<file path="src/rtl/pwp_pkg.sv">
package pwp_pkg;
  localparam int PLANES = 4;
  localparam int BYTE_W = 8;
  localparam int ROT_W  = $clog2(BYTE_W);
  localparam int BUS_W  = PLANES * BYTE_W;

  typedef enum logic [1:0] {
    LOP_PASS = 2'b00,
    LOP_AND  = 2'b01,
    LOP_OR   = 2'b10,
    LOP_XOR  = 2'b11
  } lop_e;

  localparam logic [1:0] MODE_EXPAND = 2'b10;

  typedef struct packed {
    logic              expandMode;
    logic              loadLatch;
    logic [PLANES-1:0] planeWe;
  } pwp_ctrl_t;
endpackage

</file>
<file path="src/rtl/pwp_ctrl.sv">
module pwp_ctrl
  import pwp_pkg::*;
(
  input  logic              clk,
  input  logic              rstN,
  input  logic [1:0]        writeMode,
  input  logic              cpuWrite,
  input  logic              cpuRead,
  input  logic [PLANES-1:0] mapMask,
  output pwp_ctrl_t         ctrl
);
  always_comb begin
    ctrl.expandMode = (writeMode == MODE_EXPAND);
    ctrl.loadLatch  = cpuRead;
    ctrl.planeWe    = cpuWrite ? mapMask : '0;
  end

  // no plane is enabled unless the map mask permits it
  p_we_in_mask_r8: assert property (@(posedge clk) disable iff (!rstN)
    (ctrl.planeWe & ~mapMask) == '0);
endmodule

</file>
<file path="src/rtl/pwp_datapath.sv">
module pwp_datapath
  import pwp_pkg::*;
(
  input  logic              clk,
  input  logic              rstN,
  input  logic [BYTE_W-1:0] cpuData,
  input  logic [ROT_W-1:0]  rotCount,
  input  logic [1:0]        logicSel,
  input  logic [PLANES-1:0] srEnable,
  input  logic [PLANES-1:0] srValue,
  input  logic [BYTE_W-1:0] bitMask,
  input  logic [BUS_W-1:0]  memData,
  input  pwp_ctrl_t         ctrl,
  output logic [BUS_W-1:0]  planeData
);
  logic [2*BYTE_W-1:0] rotWide;
  logic [BYTE_W-1:0]   rotated;

  assign rotWide = {cpuData, cpuData} >> rotCount;
  assign rotated = rotWide[BYTE_W-1:0];

  logic [PLANES-1:0][BYTE_W-1:0] latchQ;

  always_ff @(posedge clk or negedge rstN) begin
    if (!rstN)
      latchQ <= '0;
    else if (ctrl.loadLatch)
      latchQ <= memData;
  end

  for (genvar p = 0; p < PLANES; p++) begin : g_plane
    logic [BYTE_W-1:0] srcByte;
    logic [BYTE_W-1:0] aluByte;
    logic [BYTE_W-1:0] outByte;

    always_comb begin
      if (ctrl.expandMode)
        srcByte = {BYTE_W{cpuData[p]}};
      else if (srEnable[p])
        srcByte = {BYTE_W{srValue[p]}};
      else
        srcByte = rotated;
    end

    always_comb begin
      unique case (lop_e'(logicSel))
        LOP_AND: aluByte = srcByte & latchQ[p];
        LOP_OR:  aluByte = srcByte | latchQ[p];
        LOP_XOR: aluByte = srcByte ^ latchQ[p];
        default: aluByte = srcByte;
      endcase
    end

    assign outByte = (aluByte & bitMask) | (latchQ[p] & ~bitMask);
    assign planeData[p*BYTE_W +: BYTE_W] = outByte;

    // expanded pass-through bytes are all zeros or all ones
    p_expand_solid_r4: assert property (@(posedge clk) disable iff (!rstN)
      (ctrl.expandMode && logicSel == LOP_PASS && bitMask == '1)
        |-> (outByte == '0 || outByte == '1));

    // an all-zero bit mask writes the latch back unchanged
    p_mask_keeps_latch_r7: assert property (@(posedge clk) disable iff (!rstN)
      (bitMask == '0) |-> (outByte == latchQ[p]));
  end

  // a read strobe loads the latches at the next edge
  p_latch_load_r9: assert property (@(posedge clk) disable iff (!rstN)
    ctrl.loadLatch |=> (latchQ == $past(memData)));

  // without a read strobe the latches hold
  p_latch_hold_r9: assert property (@(posedge clk) disable iff (!rstN)
    !ctrl.loadLatch |=> $stable(latchQ));
endmodule

</file>
<file path="src/rtl/planar_write_path.sv">
module planar_write_path
  import pwp_pkg::*;
(
  input  logic              clk,
  input  logic              rstN,
  input  logic [7:0]        cpuData,
  input  logic              cpuWrite,
  input  logic              cpuRead,
  input  logic [1:0]        writeMode,
  input  logic [2:0]        rotCount,
  input  logic [1:0]        logicSel,
  input  logic [3:0]        srEnable,
  input  logic [3:0]        srValue,
  input  logic [7:0]        bitMask,
  input  logic [3:0]        mapMask,
  input  logic [31:0]       memData,
  output logic [31:0]       planeData,
  output logic [3:0]        planeWe
);
  pwp_ctrl_t ctrl;

  pwp_ctrl u_ctrl (
    .clk       (clk),
    .rstN      (rstN),
    .writeMode (writeMode),
    .cpuWrite  (cpuWrite),
    .cpuRead   (cpuRead),
    .mapMask   (mapMask),
    .ctrl      (ctrl)
  );

  pwp_datapath u_dp (
    .clk       (clk),
    .rstN      (rstN),
    .cpuData   (cpuData),
    .rotCount  (rotCount),
    .logicSel  (logicSel),
    .srEnable  (srEnable),
    .srValue   (srValue),
    .bitMask   (bitMask),
    .memData   (memData),
    .ctrl      (ctrl),
    .planeData (planeData)
  );

  assign planeWe = ctrl.planeWe;
endmodule

</file>
<file path="config.mk">
export PLATFORM = sky130hd
export DESIGN_NAME = planar_write_path
export DESIGN_NICKNAME = d
export VERILOG_FILES = /design/src/rtl/pwp_pkg.sv /design/src/rtl/pwp_ctrl.sv /design/src/rtl/pwp_datapath.sv /design/src/rtl/planar_write_path.sv
export SDC_FILE = /design/constraint.sdc
export NUM_CORES = 1
export LEC_CHECK = 0
export BUFFER_PORTS_ARGS = -buffer_cell sky130_fd_sc_hd__buf_2
export CAP_MARGIN = 15
export CORE_AREA = 2 2 101 103
export CTS_BUF_LIST = sky130_fd_sc_hd__clkbuf_8
export DETAILED_ROUTE_END_ITERATION = 10
export DIE_AREA = 0 0 103 105
export PLACE_DENSITY = 0.72
export SLEW_MARGIN = 10
export SYNTH_ARGS = -nofsm -noshare
export SYNTH_HDL_FRONTEND = slang
export SYNTH_HIERARCHICAL = 1
export SYNTH_SLANG_ARGS = --single-unit
export TNS_END_PERCENT = 1
</file>
<file path="constraint.sdc">
create_clock -name clk -period 3.5 [get_ports clk]
set_input_delay 0.35 -clock clk [delete_from_list [all_inputs] [get_ports clk]]
set_output_delay 0.35 -clock clk [all_outputs]
set_load 0.01 [all_outputs]
</file>
### Word-level counts from Yosys, hierarchy flattened

Cells that the tools add are included.

* bitwise gates (word level): 25
* shifts and indexed selects: 1
* equality and inequality tests: 4
* multiplexer cells: 13

Operators by type and width (count)
* 8-bit bitwise AND: 12
* 8-bit one-hot mux with 3 select lines: 4
* 8-bit 2-to-1 mux: 8
* 8-bit OR: 8
* 8-bit bitwise XOR: 4
* 16-bit by 3-bit right shift with 8-bit output: 1
* 8-bit NOT: 1
* 2-bit == test (second input constant): 3
* 4-bit 2-to-1 mux: 1
* 2-bit by 1-bit == test with 1-bit output (second input constant): 1

* output and inout bits: 36
* flip-flop bits (word level): 32
* input bits: 71

### Depth between registers and ports, before layout

* depth in word-level cells: 7
* depth in mapped cells: 9
* mapped depth without buffers: 8

### Cells and area by module

Netlist, hierarchy kept.

By module, submodules not included
* pwp_datapath: times used 1, cells each 494, seq. area each 800.8 um^2, area each 4227.8 um^2
* pwp_ctrl: times used 1, cells each 6, seq. area each 0.0 um^2, area each 38.8 um^2

### Worst setup path before layout

OpenSTA, ideal clock, no wires.

* path type: input to output
* from: in rotCount[1]
* to: out planeData[30]
* arrival: 2299 ps
* data required time: 3150 ps
* cell stages on the path: 9
* setup slack: 851 ps
* path through: buf_2 -> mux4_2 -> mux2i_4 -> o21ai_0 -> and2_1 -> ha_1 -> mux2i_1 -> a221oi_1 -> a32o_1

* word-level cells in the longest chain between the ends: 7
* elaborated cells between the ends (all ways): 9
* those cells by class: shift: 1; mux: 3; bitwise: 5

RTL lines
* start, declared: RTL line planar_write_path.sv:10 `input logic [2:0] rotCount,`
* 16-bit by 3-bit right shift with 8-bit output *: RTL line pwp_datapath.sv:19 `assign rotWide = {cpuData, cpuData} >> rotCount;`
* 8-bit 2-to-1 mux *: RTL line pwp_datapath.sv:39 `else if (srEnable[p])`
* 8-bit 2-to-1 mux *: RTL line pwp_datapath.sv:37 `if (ctrl.expandMode)`
* 8-bit bitwise XOR, or another cell as far along: RTL line pwp_datapath.sv:49 `LOP_XOR: aluByte = srcByte ^ latchQ[p];`
* 8-bit one-hot mux with 3 select lines *: RTL line pwp_datapath.sv:46 `unique case (lop_e'(logicSel))`
* 8-bit bitwise AND *: RTL line pwp_datapath.sv:54 `assign outByte = (aluByte & bitMask) | (latchQ[p] & ~bitMask);`
* 8-bit OR *: RTL line pwp_datapath.sv:54
* end, declared: RTL line planar_write_path.sv:17 `output logic [31:0] planeData,`

Every way passes the cells marked *; elsewhere a longest branch is shown, timed or not.

### Worst setup path in the final report

* from: in rotCount[2]
* to: out planeData[28]

The elaborated chain is that of the path after synthesis.

==> metrics <==
result of the run finished clean; root buffer cell clkbuf_8; Max Cap Violations 0; first-pass GRT wire length 21900 um; via count of the first global-routing pass between 4000 and 5000; GR Overflow Total 0; horizontal die dimension around 100 um; Worst Max-Slew Pin Slew between 1000 and 1500 ps; post-route design area around 5000 um2; Std-Cell Core Area 9640 um2; startpoint of the lowest-slack register-to-register path u_dp/latchQ[29]$_DFFE_PN0P_; effective utilization at floorplan between 40 and 50%; Design Power 1.52 mW; largest net degree at the start of global routing 65; crit share post-route about nine tenths; Syn Std Cell Area about 4300 um2; Slew headroom 32.7%; commonest cells after routing, fill and taps aside 106 x buf_2, 99 x nand2_1, 64 x ha_1, 60 x o21ai_0, 41 x inv_1; data arrival time of the critical path roughly 2800 ps; setup bufs post-CTS 0; number of cells in the design after placement around 720; Reg clk slew, reported paths 90 ps; fraction of layout cells with a size suffix above 1 23.9%; Post-Syn Nets 635; sequential element share of the synthesized area approximately a fifth; row cnt 36; peak supply drop about 210 uV; overall fraction of global-route tracks in use between 20% and 30%; number of antenna violations at the first check in global routing 0; largest registers ranked by flip-flop count u_dp/latchQ: 32 flops; placement-stage cell area ~4900 um2; drt first-iter violations ~340; largest fanout on the critical path 8; First-pass DRT Iterations 5; TritonCTS clock tree built; HPWL reported at the end of detailed placement around 9600 um; number of remaining DRC errors 0; Post-layout nets around 720; final worst hold slack 169 ps; total wire length ~14000 um; count of clock tree sinks 32; routability-driven placement congestion ratio roughly 0.9; hold buffers post-CTS 0; Max clock buf depth 2; die span in y roughly 110 um; clock network latency to the later pin of the worst-skew pair approximately 290 ps; number of setup violations in the final report 0; crit path from rotCount[2]; clock skew 0 ps; Synth cell types 24; Avg WL per Cell roughly 19 um; sum of negative setup slack 0 ps; Worst Hold Class primary input to async pin; Crit. End Element output pin; total number of H-tree levels 2; number of antenna cells inserted 0; minimum clock period 3170 ps; CTS Buf Count 5; largest register by flop count u_dp/latchQ; crit path launch type primary input; RSZ-0062 raised after global routing no; maximum frequency from static timing analysis between 300 and 400 MHz; max FFs per register 32; Resized Gates After CTS 0; Top Ports approximately 110; Area Growth Syn to Fin 16.7%; routed vias approximately 4300; post-detailed-route count of antenna-violating nets 0; Leak Pwr around 2.4 nW; required arrival time at the worst endpoint around 3200 ps; Synth Area per Inst about 8.5 um2; most common cell after layout, fill and taps aside buf_2; count of final max-slew check failures 0; pwr/cell area between 300 and 400 nW/um2; non-filler cells, final around 720; number of hold violations in the final report 0; Via-to-Cell Ratio around 6.0; Syn. warnings 6; area of the die around 11000 um2; Post-Syn Instances 500; port buffer count roughly 110; register bit count reported by yosys 32; crit path kind primary input to output pin
[power by group]
group	switching, mW	internal, mW
sequential	0.0298	0.403
combinational	0.398	0.301
clock	0.175	0.209
[per-layer routing]
metal	GRT usage (%)	wire [um]	vias to the layer above	part of all wire, %
li1	-	-	2002	-
met1	34.3	5700	2062	41
met2	42.7	6610	228	48
met3	2.88	1130	36	8.1
met4	10.1	466	0	3.4
met5	0	0	-	0
[cells by family after synthesis]
family | count (synthesis) | synth area share [%]
AND/OR/NAND/NOR | 145 | 15.4
flip-flops | 32 | 18.8
multiplexers | 48 | 16.0
buffers and inverters | 71 | 6.86
AO/OA/AOI/OAI | 140 | 24.3
adder cells (fa/ha/maj) | 64 | 18.8
[worst max-delay path: stages]
cell and delay [ps]:
buf_2 210, mux4_2 600, mux2i_4 340, o21ai_0 190, and2_1 240, ha_1 190, mux2i_1 160, a221oi_1 100
a32o_1 280, buf_2 140
[path summary, 6_finish.rpt]
check	cells past startpoint	slack [ps]	endpoint
setup / recovery	10	330	planeData[28]
hold / removal	1	170	u_dp/latchQ[30]$_DFFE_PN0P_
setup reg to reg	2	2750	u_dp/latchQ[29]$_DFFE_PN0P_
hold reg to reg	2	600	u_dp/latchQ[3]$_DFFE_PN0P_
max in group asynchronous	1	2780	u_dp/latchQ[2]$_DFFE_PN0P_
min in group clk	3	250	u_dp/latchQ[11]$_DFFE_PN0P_
[Yosys cell counts, drive strengths merged]
cell     instances  share of area (%)
a2111oi          4                1.4
a211o            4               0.82
a21oi            4               0.47
a221oi          32                6.6
a32o            32                7.5
and2            36                5.3
and2b            1               0.18
buf             11                1.6
clkbuf          20                1.8
dfrtp           32                 19
ha              64                 19
inv             40                3.5
mux2i           40                 12
mux4             8                4.2
nand2           99                8.7
nand2b           4               0.59
nor2             3               0.26
nor2b            1               0.15
o21ai           64                7.5
or3b             1               0.21
[stage by stage]
step	setup slack (ps)	utilization (%)
after global placement	483	50.6
after CTS	388	51.7
after global routing	64.1	51.7
after floorplan	851	-
final	333	51.7
after detailed placement	384	50.6
[area by class of cell]
class	count	area [um2]
clock buffer	5	68.8
timing repair buffer	113	583
fill	963	4660
inverter	40	150
multi-input combinational	397	3170
sequential	32	801
tap	133	166
clock inverter	3	38.8
No activity file was read; power rests on OpenSTA's default activity.
